==> src/rtl/rr_pkg.sv <==
package rr_pkg;

  localparam logic [2:0] CMD_IDLE = 3'd0;
  localparam logic [2:0] CMD_WR   = 3'd1;
  localparam logic [2:0] CMD_RD   = 3'd2;

  localparam logic [2:0] RSP_NONE = 3'd0;
  localparam logic [2:0] RSP_DVA  = 3'd1;
  localparam logic [2:0] RSP_ERR  = 3'd3;

  typedef enum logic [1:0] {OP_NONE, OP_WR, OP_RD} op_e;

  function automatic op_e decode_cmd(input logic [2:0] c);
    case (c)
      CMD_WR:  return OP_WR;
      CMD_RD:  return OP_RD;
      default: return OP_NONE;
    endcase
  endfunction

endpackage

==> src/rtl/rr_store.sv <==
module rr_store #(
  parameter int ADDR_W = 6,
  parameter int DATA_W = 16,
  parameter int DEPTH  = 40
) (
  input  logic              clk,
  input  logic              we,
  input  logic [ADDR_W-1:0] waddr,
  input  logic [DATA_W-1:0] wdata,
  input  logic [ADDR_W-1:0] raddr,
  output logic              rhit,
  output logic [DATA_W-1:0] rdata
);
  localparam int IDX_W = (DEPTH > 1) ? $clog2(DEPTH) : 1;
  localparam logic [ADDR_W:0] LIMIT = (ADDR_W+1)'(DEPTH);

  logic [DATA_W-1:0] mem [DEPTH];
  logic whit;

  assign whit = {1'b0, waddr} < LIMIT;
  assign rhit = {1'b0, raddr} < LIMIT;

  always_ff @(posedge clk) begin
    if (we && whit) mem[waddr[IDX_W-1:0]] <= wdata;
  end

  assign rdata = rhit ? mem[raddr[IDX_W-1:0]] : '0;
endmodule

==> src/rtl/rr_rd_pipe.sv <==
module rr_rd_pipe #(
  parameter int DATA_W = 16,
  parameter int LAT    = 3
) (
  input  logic              clk,
  input  logic              rst_n,
  input  logic              launch,
  input  logic              hit,
  input  logic [DATA_W-1:0] data,
  output logic              busy,
  output logic [2:0]        rsp_code,
  output logic [DATA_W-1:0] rsp_data
);
  import rr_pkg::*;

  logic [LAT-1:0]    vld;
  logic [LAT-1:0]    err;
  logic [DATA_W-1:0] dat [LAT];

  always_ff @(posedge clk) begin
    if (!rst_n) begin
      vld[0] <= 1'b0;
      err[0] <= 1'b0;
      dat[0] <= '0;
    end else begin
      vld[0] <= launch;
      err[0] <= launch && !hit;
      dat[0] <= (launch && hit) ? data : '0;
    end
  end

  for (genvar g = 1; g < LAT; g++) begin : g_stage
    always_ff @(posedge clk) begin
      if (!rst_n) begin
        vld[g] <= 1'b0;
        err[g] <= 1'b0;
        dat[g] <= '0;
      end else begin
        vld[g] <= vld[g-1];
        err[g] <= err[g-1];
        dat[g] <= dat[g-1];
      end
    end
  end

  assign busy     = |vld;
  assign rsp_code = !vld[LAT-1] ? RSP_NONE : (err[LAT-1] ? RSP_ERR : RSP_DVA);
  assign rsp_data = dat[LAT-1];
endmodule

==> src/rtl/rr_wr_stage.sv <==
module rr_wr_stage #(
  parameter int ADDR_W = 6,
  parameter int DATA_W = 16,
  parameter bit SPLIT  = 1'b1
) (
  input  logic              clk,
  input  logic              rst_n,
  input  logic              take,
  input  logic [ADDR_W-1:0] req_addr,
  input  logic [DATA_W-1:0] req_wdata,
  input  logic              wd_valid,
  input  logic [DATA_W-1:0] wd_data,
  output logic              wd_accept,
  output logic              pend,
  output logic              mem_we,
  output logic [ADDR_W-1:0] mem_waddr,
  output logic [DATA_W-1:0] mem_wdata
);
  if (SPLIT) begin : g_split
    logic              pend_q;
    logic [ADDR_W-1:0] addr_q;
    logic              xfer;
    logic              unused_req_wdata;

    assign unused_req_wdata = ^req_wdata;
    assign xfer = wd_valid && pend_q;

    always_ff @(posedge clk) begin
      if (!rst_n) begin
        pend_q <= 1'b0;
        addr_q <= '0;
      end else if (take) begin
        pend_q <= 1'b1;
        addr_q <= req_addr;
      end else if (xfer) begin
        pend_q <= 1'b0;
      end
    end

    assign wd_accept = pend_q;
    assign pend      = pend_q;
    assign mem_we    = xfer;
    assign mem_waddr = addr_q;
    assign mem_wdata = wd_data;
  end else begin : g_direct
    logic unused_wd;

    assign unused_wd = wd_valid ^ (^wd_data) ^ clk ^ rst_n;
    assign wd_accept = 1'b0;
    assign pend      = 1'b0;
    assign mem_we    = take;
    assign mem_waddr = req_addr;
    assign mem_wdata = req_wdata;
  end
endmodule

==> src/rtl/rr_mem_target.sv <==
module rr_mem_target #(
  parameter int ADDR_W      = 6,
  parameter int DATA_W      = 16,
  parameter int DEPTH       = 40,
  parameter int RD_LAT      = 3,
  parameter bit SPLIT_WDATA = 1'b1
) (
  input  logic              clk,
  input  logic              rst_n,
  input  logic [2:0]        req_cmd,
  input  logic [ADDR_W-1:0] req_addr,
  input  logic [DATA_W-1:0] req_wdata,
  output logic              req_accept,
  input  logic              wd_valid,
  input  logic [DATA_W-1:0] wd_data,
  output logic              wd_accept,
  output logic [2:0]        rsp_code,
  output logic [DATA_W-1:0] rsp_rdata
);
  import rr_pkg::*;

  op_e               op;
  logic              rd_busy, wr_pend, rd_take, wr_take;
  logic              mem_we, rhit;
  logic [ADDR_W-1:0] mem_waddr;
  logic [DATA_W-1:0] mem_wdata, rdata;

  assign op         = decode_cmd(req_cmd);
  assign rd_take    = (op == OP_RD) && !rd_busy && !wr_pend;
  assign wr_take    = (op == OP_WR) && !wr_pend;
  assign req_accept = rd_take || wr_take;

  rr_wr_stage #(.ADDR_W(ADDR_W), .DATA_W(DATA_W), .SPLIT(SPLIT_WDATA)) u_wr (
    .clk(clk), .rst_n(rst_n), .take(wr_take),
    .req_addr(req_addr), .req_wdata(req_wdata),
    .wd_valid(wd_valid), .wd_data(wd_data), .wd_accept(wd_accept),
    .pend(wr_pend), .mem_we(mem_we), .mem_waddr(mem_waddr), .mem_wdata(mem_wdata)
  );

  rr_store #(.ADDR_W(ADDR_W), .DATA_W(DATA_W), .DEPTH(DEPTH)) u_mem (
    .clk(clk), .we(mem_we), .waddr(mem_waddr), .wdata(mem_wdata),
    .raddr(req_addr), .rhit(rhit), .rdata(rdata)
  );

  rr_rd_pipe #(.DATA_W(DATA_W), .LAT(RD_LAT)) u_rd (
    .clk(clk), .rst_n(rst_n), .launch(rd_take), .hit(rhit), .data(rdata),
    .busy(rd_busy), .rsp_code(rsp_code), .rsp_data(rsp_rdata)
  );
endmodule

==> config.mk <==
export PLATFORM = sky130hd
export DESIGN_NAME = rr_mem_target
export DESIGN_NICKNAME = d
export VERILOG_FILES = /design/src/rtl/rr_pkg.sv /design/src/rtl/rr_store.sv /design/src/rtl/rr_rd_pipe.sv /design/src/rtl/rr_wr_stage.sv /design/src/rtl/rr_mem_target.sv
export SDC_FILE = /design/constraint.sdc
export NUM_CORES = 1
export LEC_CHECK = 0
export BUFFER_PORTS_ARGS = -buffer_cell sky130_fd_sc_hd__buf_2
export CAP_MARGIN = 30
export CORE_MARGIN = 2
export CORE_UTILIZATION = 40
export DETAILED_ROUTE_END_ITERATION = 6
export GPL_TIMING_DRIVEN = 0
export PLACE_DENSITY = 0.55
export SLEW_MARGIN = 0
export SYNTH_ARGS = -nofsm -noshare
export SYNTH_HDL_FRONTEND = slang
export SYNTH_HIERARCHICAL = 1
export SYNTH_SLANG_ARGS = --single-unit
==> constraint.sdc <==
create_clock -name clk -period 2.8 [get_ports clk]
set_clock_uncertainty 0.2 [all_clocks]
set_input_delay 0.14 -clock clk [delete_from_list [all_inputs] [get_ports clk]]
set_output_delay 0.14 -clock clk [all_outputs]
set_load 0.005 [all_outputs]
==> summary.txt, run 1 <==
DRC violation count after routing - 0
worst slack, placed - -527.8 ps
maximum number of pins on one net before global-route repair - 41
CP endpoint kind - flop
CTS Buf Count - 72
drt first pass iters - 5
highest metal used - met4
CP Max Fanout - 9
Fin. Hold Viols - 0
combinational power share - 4.7%
Netlist cell types - 50
hold path depth - 1
crit path kind - reg -> reg
first-pass GRT wire length - 96190 µm
Post-synth top flop - edfxtp_1
Post-synth EDFFs - 640
Syn Area/Cell - 20.93 µm²
Yosys warnings - 6
Slew @ Worst Pin - 1001 ps
ranking of synthesized cells by area - edfxtp_1, mux4_2, dfxtp_1, mux2i_1, and2_1
RSZ-0062 raised after global routing - true
pwr dens - 693.9 nW/µm²
drt total wl - 67160 µm
Critical Path AT - 2990 ps
Starting Density - 40.51%
Rel. slew slack - 33.15%
placed cells - 2212
total chip power - 21.91 mW
max-slew violation count - 0
worst hold slack - 229.5 ps
IO buf count - 31
H-Tree Depth - 3
Power Internal - 17.32 mW
initial antenna violation count - 4
vias per inst - 5.549
Crit path required time - 2910 ps
remaining antenna violation count - 0
final non-filler cell total - 2384
initial drt markers - 1337
P_sw - 4.597 mW
cells on worst reg2reg path - 5
Post-synth top cells - edfxtp_1, mux4_2, dfxtp_1
Sw Share - 20.98%
Synth Instances - 1277
total gr overflow - 0
CTS root buffer - clkbuf_16
Synth-to-Final Area Change - 18.16%
CTS tree - done
Flop pwr share - 52.1%
die height - 262.5 µm
metal2 WL - 32930 µm
final setup vio count - 30
clock network fraction of total power - 43.1%
worst vdd ir - 0.4143 mV
count leader, synth - edfxtp_1
Boundary Pins - 65
min-delay worst type - reg -> reg
# rows - 94
All-Layer GR Usage - 19.66%
Seq cells post-synth - 701
Synth top area share - 71.91%
layout cells sized above 1 - 29.71%
Seq/Total Area, Yosys - 76.48%
nets@finish - 1504
Clock transition at path regs - 60 ps
DP HPWL - 44980 µm
startpoint type of the worst setup path - flop
count of clock tree sinks - 701
post-route setup slack - -85.25 ps
Setup Fix Bufs, Post-CTS - 0
Setup Total Neg Slack - -1408 ps
reg2reg setup slack - -90 ps
Max Freq - 0.3466 GHz
failing checks - setup timing
gpl congestion - 0.8388
fillers - 5367
area of the core - 65980 µm²
total number of vias - 13230
Netlist Area Pre-Place - 26730 µm²
CTS Buffer Depth - 3
Leak - 10.19 nW
post-route minimum period - 2885 ps
WL met1 - 27840 µm
Die ar. - 68900 µm²
fraction of registers with async set/reset - 0%
# Max-Cap Violations - 0
final clock period utilization by the worst path - 103.0%
status - complete, but fails checks
Die X - 262.5 µm
post-DR wirelength/cell - 28.17 µm
met3 wire len - 4570 µm
Net Count, Synth - 1321
worst-skew pair later-pin latency - 620 ps
largest area contributor in the netlist - edfxtp_1
vias in the first global route - 13390
-- metrics by stage --
stage,util (%),area (µm²)
after floorplan,-,26730
after global placement,42.38,27960
after detailed placement,43.65,28800
after CTS,47.80,31540
after global routing,47.86,31580
final,47.86,31580
-- layout make-up --
class                           instances  area [µm²]  share of cell area [%]
Timing Repair Buffer                  109        1274                   4.033
Multi-Input combinational cell        491        5831                   18.46
Clock buffer                           92        1939                   6.141
Inverter                                1       3.754                 0.01189
Antenna cell                            2       5.005                 0.01585
Sequential cell                       701       20440                   64.73
Tap cell                              864        1081                   3.423
Buffer                                 84       598.1                   1.894
Clock inverter                         40       407.9                   1.292
-- registers in the layout, summed over array words and instances, names as in the netlist --
signal and flops:
u_rd/vld 3, u_wr/pend 1, u_rd/dat 48, u_mem/mem 640, u_rd/err 3, u_wr/mem_waddr 6
-- repair_timing --
item / CTS / global route
resized for setup: 2 / 9
endpoints found under the hold margin: 701 / 0
hold buffers: 38 / 0
endpoints found under the setup margin: 11 / 77
-- kinds of logic after synthesis --
| logic type | after synthesis | share of synthesized area [%] |
|---|---|---|
| flip-flops | 701 | 76.48 |
| multiplexers | 201 | 14.31 |
| other | 1 | 0.01403 |
| buffers and inverters | 85 | 2.247 |
| AO/OA/AOI/OAI | 109 | 3.184 |
| AND/OR/NAND/NOR | 180 | 3.764 |
-- power by group through the flow --
stage | clock [mW] | combinational [mW] | sequential, mW
after global placement | 0 | 0.983 | 11.6
after floorplan | 0 | 0.621 | 11.6
after global routing | 10.1 | 1.10 | 11.4
after CTS | 9.68 | 1.05 | 11.4
final | 9.45 | 1.04 | 11.4
after detailed placement | 0 | 1.00 | 11.6
-- cells in the final DEF (no fill, tap or decap), types with 8 or more instances in the layout --
cell,n
o21ai_0,11
o22ai_1,14
and4_1,16
buf_16,11
mux2_2,9
buf_2,44
o221ai_1,14
clkbuf_1,35
clkinv_2,17
buf_8,29
nor2b_1,12
dfxtp_1,61
buf_6,9
and2_1,41
dlygate4sd3_1,38
nand2_1,24
nor2_2,31
o21a_1,8
edfxtp_1,640
mux2i_1,48
a22oi_1,25
clkbuf_16,74
mux4_2,144
nor2_4,9
buf_4,30
-- final timing paths --
kind / from / to
setup reg to reg: u_wr/mem_waddr[4] / u_mem/mem[19][8]
setup / recovery: u_wr/mem_waddr[4] / u_mem/mem[19][8]
hold / removal: u_rd/dat[1][5] / u_rd/dat[2][5]
hold reg to reg: u_rd/dat[1][5] / u_rd/dat[2][5]
-- worst max-delay path: stages, from the launching register on --
cell and delay [ps]:
dfxtp_1 360, o21ai_0 350, nand3_1 180, or3b_2 630, nor2_2 630, buf_16 230
-- metal layers --
| layer | up-vias | track usage (%) |
|---|---|---|
| li1 | 5638 | - |
| met1 | 7047 | 26.15 |
| met2 | 439 | 32.60 |
| met3 | 105 | 4.263 |
| met4 | 0 | 5.856 |
| met5 | - | 0 |
(Power assumes the default switching activity.)
==> run 2: changes to the inputs <==
--- a/config.mk
+++ b/config.mk
@@ -12,6 +12,7 @@
 export DETAILED_ROUTE_END_ITERATION = 6
 export GPL_TIMING_DRIVEN = 0
 export PLACE_DENSITY = 0.55
+export SETUP_SLACK_MARGIN = 0.05
 export SLEW_MARGIN = 0
 export SYNTH_ARGS = -nofsm -noshare
 export SYNTH_HDL_FRONTEND = slang
==> summary.txt, run 2 (synthesis gave the netlist of run 1 again) <==
status - complete, no violations
Setup Total Neg Slack - 0 ps
CTS root buffer - clkbuf_16
vias in the first global route - 13390
total gr overflow - 0
CTS Buf Count - 72
final non-filler cell total - 2384
Starting Density - 40.51%
H-Tree Depth - 3
Flop pwr share - 52.1%
total number of vias - 13250
Clock transition at path regs - 60 ps
vias per inst - 5.557
drt total wl - 67420 µm
RSZ-0062 raised after global routing - true
max reg flops - 640
initial antenna violation count - 4
fillers - 5361
startpoint type of the worst setup path - flop
Core Util, Final - 47.92%
CP Max Fanout - 9
max-slew violation count - 0
# Max-Cap Violations - 0
worst-skew pair later-pin latency - 630 ps
CTS Buffer Depth - 3
P_sw - 4.608 mW
clock network fraction of total power - 43.1%
maximum number of pins on one net before global-route repair - 41
final clock period utilization by the worst path - 99.48%
count of clock tree sinks - 701
nets@finish - 1504
Die X - 262.5 µm
pwr dens - 693.5 nW/µm²
Boundary Pins - 65
drt first pass iters - 5
area of the core - 65980 µm²
final setup vio count - 0
Die ar. - 68900 µm²
combinational power share - 4.8%
post-route setup slack - 14.48 ps
# rows - 94
DP HPWL - 44980 µm
remaining antenna violation count - 0
worst hold slack - 230.8 ps
Fin. Hold Viols - 0
layout cells sized above 1 - 29.78%
min-delay worst type - reg -> reg
initial drt markers - 1333
CTS tree - done
Power Internal - 17.32 mW
Max Freq - 0.3590 GHz
die height - 262.5 µm
Slew @ Worst Pin - 1018 ps
first-pass GRT wire length - 96190 µm
Sw Share - 21.02%
commonest non-fill, non-tap cells in the layout - edfxtp_1, mux4_2, clkbuf_16, dfxtp_1, mux2i_1
placed cells - 2212
post-route minimum period - 2786 ps
worst slack, placed - -527.8 ps
Synth-to-Final Area Change - 18.30%
crit path kind - reg -> reg
Crit path required time - 2910 ps
commonest non-fill, non-tap cell in the layout - edfxtp_1
All-Layer GR Usage - 19.66%
Leak - 10.20 nW
Critical Path AT - 2890 ps
DRC violation count after routing - 0
gpl congestion - 0.8388
Rel. slew slack - 31.99%
worst vdd ir - 0.4155 mV
CP endpoint kind - flop
IO buf count - 31
post-DR wirelength/cell - 28.28 µm
## run 2: area by class of cell
cell class | instances | area, µm² | area share (%)
plain buffers | 84 | 598.1 | 1.892
clock buffers | 92 | 1939 | 6.134
diodes | 2 | 5.005 | 0.01583
repair buffers | 109 | 1274 | 4.029
clock inverters | 40 | 407.9 | 1.290
inverters | 1 | 3.754 | 0.01187
multi-input cells | 491 | 5867 | 18.56
well taps | 864 | 1081 | 3.419
flip-flops and latches | 701 | 20440 | 64.65
## run 2: per-stage QoR
| step | instance area, µm² | total power, mW |
|---|---|---|
| 2_1_floorplan | 26730 | 12.27 |
| 3_3_place_gp | 27960 | 12.63 |
| 3_5_place_dp | 28800 | 12.65 |
| 4_1_cts | 31540 | 22.15 |
| 5_1_grt | 31610 | 22.63 |
| 6_report | 31620 | 21.93 |
## run 2: metal layers
| metal | vias up | share of wire (%) | track usage [%] |
|---|---|---|---|
| li1 | 5644 | - | - |
| met1 | 7046 | 42 | 26.15 |
| met2 | 458 | 49 | 32.60 |
| met3 | 100 | 6.7 | 4.263 |
| met4 | 0 | 2.6 | 5.856 |
| met5 | - | 0 | 0 |
## run 2: path summary, 6_finish.rpt
check / start / cells past startpoint / endpoint / slack [ps]
min: u_rd/dat[1][5] / 1 / u_rd/dat[2][5] / 230
max reg2reg: u_wr/mem_waddr[3] / 5 / u_mem/mem[19][8] / 10
min reg2reg: u_rd/dat[1][5] / 1 / u_rd/dat[2][5] / 230
max: u_wr/mem_waddr[3] / 5 / u_mem/mem[19][8] / 10
## run 2: repair_timing
action / in CTS / in global routing
gates resized for setup: 2 / 18
gates cloned: 0 / 0
setup buffers: 0 / 0
pin swaps: 0 / 1
endpoints found under the setup margin: 46 / 145
hold endpoints to repair: 701 / 0
hold buffers: 38 / 0
## run 2: power by group through the flow
| stage | clock [mW] | combinational [mW] | sequential [mW] |
|---|---|---|---|
| 2_1_floorplan | 0 | 0.621 | 11.6 |
| 3_3_place_gp | 0 | 0.983 | 11.6 |
| 3_5_place_dp | 0 | 1.00 | 11.6 |
| 4_1_cts | 9.68 | 1.05 | 11.4 |
| 5_1_grt | 10.1 | 1.11 | 11.4 |
| 6_report | 9.46 | 1.04 | 11.4 |
## run 2: worst max-delay path: stages, from the launching register on
cell	delay (ps)
dfxtp_1	380
o21ai_1	270
nand3_1	160
or3b_2	620
nor2_2	620
buf_16	230
==> run 3: changes to the inputs <==
--- a/config.mk
+++ b/config.mk
@@ -8,10 +8,10 @@
 export BUFFER_PORTS_ARGS = -buffer_cell sky130_fd_sc_hd__buf_2
 export CAP_MARGIN = 30
 export CORE_MARGIN = 2
-export CORE_UTILIZATION = 40
+export CORE_UTILIZATION = 45
 export DETAILED_ROUTE_END_ITERATION = 6
 export GPL_TIMING_DRIVEN = 0
-export PLACE_DENSITY = 0.55
+export PLACE_DENSITY = 0.61
 export SETUP_SLACK_MARGIN = 0.05
 export SLEW_MARGIN = 0
 export SYNTH_ARGS = -nofsm -noshare
==> summary.txt, run 3 (synthesis gave the netlist of run 1 again) <==
# Max-Cap Violations - 0
Die X - 247.7 µm
Multi-input gate area - 5821 µm²
drt total wl - 66140 µm
# rows - 89
worst vdd ir - 0.4701 mV
nets@finish - 1505
drt first pass iters - 5
CP endpoint kind - flop
cells on worst reg2reg path - 5
final setup vio count - 0
worst path cell trace - o21ai_0 -> and3b_1 -> nand3b_1 -> nor2_2 -> buf_8
Critical Path AT - 2830 ps
commonest non-fill, non-tap cell in the layout - edfxtp_1
vias per inst - 5.867
hold worst-path end - u_rd/dat[2][3]
CTS Buffer Depth - 3
Die ar. - 61360 µm²
RSZ-0062 raised after global routing - true
remaining antenna violation count - 0
maximum number of pins on one net before global-route repair - 41
Fin. Hold Viols - 0
CTS tree - done
Slew @ Worst Pin - 924.4 ps
crit path kind - reg -> reg
Worst R2R Start - u_wr/mem_waddr[3]
commonest non-fill, non-tap cells in the layout - edfxtp_1, mux4_2, clkbuf_16, dfxtp_1, mux2i_1
status - complete, no violations
area of the core - 58910 µm²
final clock period utilization by the worst path - 97.58%
total gr overflow - 0
r2r endpoint - u_mem/mem[18][4]
CTS Buf Count - 73
startpoint type of the worst setup path - flop
Starting Density - 45.37%
DP HPWL - 42970 µm
hold_sp - u_rd/dat[1][3]
gpl congestion - 0.9420
min-delay worst type - reg -> reg
Leak - 10.18 nW
reg2reg setup slack - 70 ps
Max Freq - 0.3660 GHz
Boundary Pins - 65
CP Max Fanout - 10
fin area - 31400 µm²
worst hold slack - 229.2 ps
All-Layer GR Usage - 22.16%
Synth-to-Final Area Change - 17.49%
die height - 247.7 µm
worst-skew pair later-pin latency - 610 ps
CTS root buffer - clkbuf_16
count of clock tree sinks - 701
hold path depth - 1
biggest cell delay along the critical path - 680 ps
H-Tree Depth - 3
max-slew violation count - 0
total chip power - 21.95 mW
IO buf count - 31
post-DR wirelength/cell - 28.96 µm
total number of vias - 13400
max reg flops - 640
Rel. slew slack - 37.72%
Clock transition at path regs - 60 ps
pwr dens - 698.9 nW/µm²
layout cells sized above 1 - 29.56%
initial antenna violation count - 1
post-route minimum period - 2732 ps
Crit path required time - 2900 ps
first-pass GRT wire length - 95100 µm
sequential standard cell area - 20440 µm²
initial drt markers - 1440
fillers - 4507
Placement Cell Area - 28630 µm²
vias in the first global route - 13650
slowest cell on the critical path - nor2_2
DRC violation count after routing - 0
run 3: cell types whose count changed in the layout (fill, tap and decap cells not counted), moves of 5 or more:
cell	previous run	this run
nor2_4	16	5
clkbuf_1	35	29
clkinv_2	17	8
clkbuf_16	74	81
buf_16	11	6
nor2_2	24	35
buf_8	29	34
run 3: cell type report:
type	instances	share of cell area, %
sequential	701	65.09
timing repair buffer	110	3.873
multi-input combinational	491	18.54
buffer	83	1.897
antenna	2	0.01594
inverter	1	0.01195
clock buffer	96	6.730
tap	773	3.080
clock inverter	27	0.7611
run 3: report_power, final:
| part | switching (mW) | internal [mW] |
|---|---|---|
| combinational | 0.660 | 0.394 |
| clock | 3.81 | 5.65 |
| sequential | 0.00803 | 11.4 |
run 3: per-layer routing:
layer  up-vias  global-route usage, %  part of all wire, %
met4         0                  7.943                  3.3
li1       5625                      -                    -
met2       564                  35.59                   48
met3       112                  4.898                  8.4
met5         -                      0                    0
met1      7100                  30.00                   40
run 3: what timing repair did:
action                                  in CTS  in global routing
buffers inserted                             0                  0
cloned                                       0                  0
pin swaps                                    0                  0
gates resized for setup                      2                  9
endpoints found under the hold margin      701                  0
hold buffers                                38                  0
endpoints found under the setup margin      19                 48
run 3: metrics by stage:
| stage | utilization, % | setup slack [ps] | std cells | setup TNS [ps] |
|---|---|---|---|---|
| 2_1_floorplan | - | 266.5 | 1277 | 0 |
| 3_3_place_gp | 47.27 | -827.1 | 2081 | -305220 |
| 3_5_place_dp | 48.60 | -627.6 | 2122 | -5163 |
| 4_1_cts | 53.25 | 82.00 | 2282 | 0 |
| 5_1_grt | 53.30 | 43.41 | 2282 | 0 |
| 6_report | 53.30 | 67.90 | 2284 | 0 |
run 3: worst max-delay path, delay by kind of cell (launching register included):
family / cells / cell delay (ps)
and+or+nand+nor: 3 / 1300
buffers and inverters: 1 / 240
AOI/OAI and AO/OA: 1 / 280
DFF: 1 / 380
run 3: how the worst max path moves through the flow:
stage	startpoint	depth (start not counted)	slack, ps	to
floorplan	u_wr/mem_waddr[4]	4	270	u_mem/mem[35][0]
global route	u_wr/pend	5	40	u_mem/mem[18][4]
CTS	u_wr/pend	5	80	u_mem/mem[21][1]
detailed placement	req_addr[1]	9	-630	u_rd/dat[0][6]
global placement	u_wr/pend	4	-830	u_mem/mem[19][1]
finish	u_wr/mem_waddr[3]	5	70	u_mem/mem[18][4]
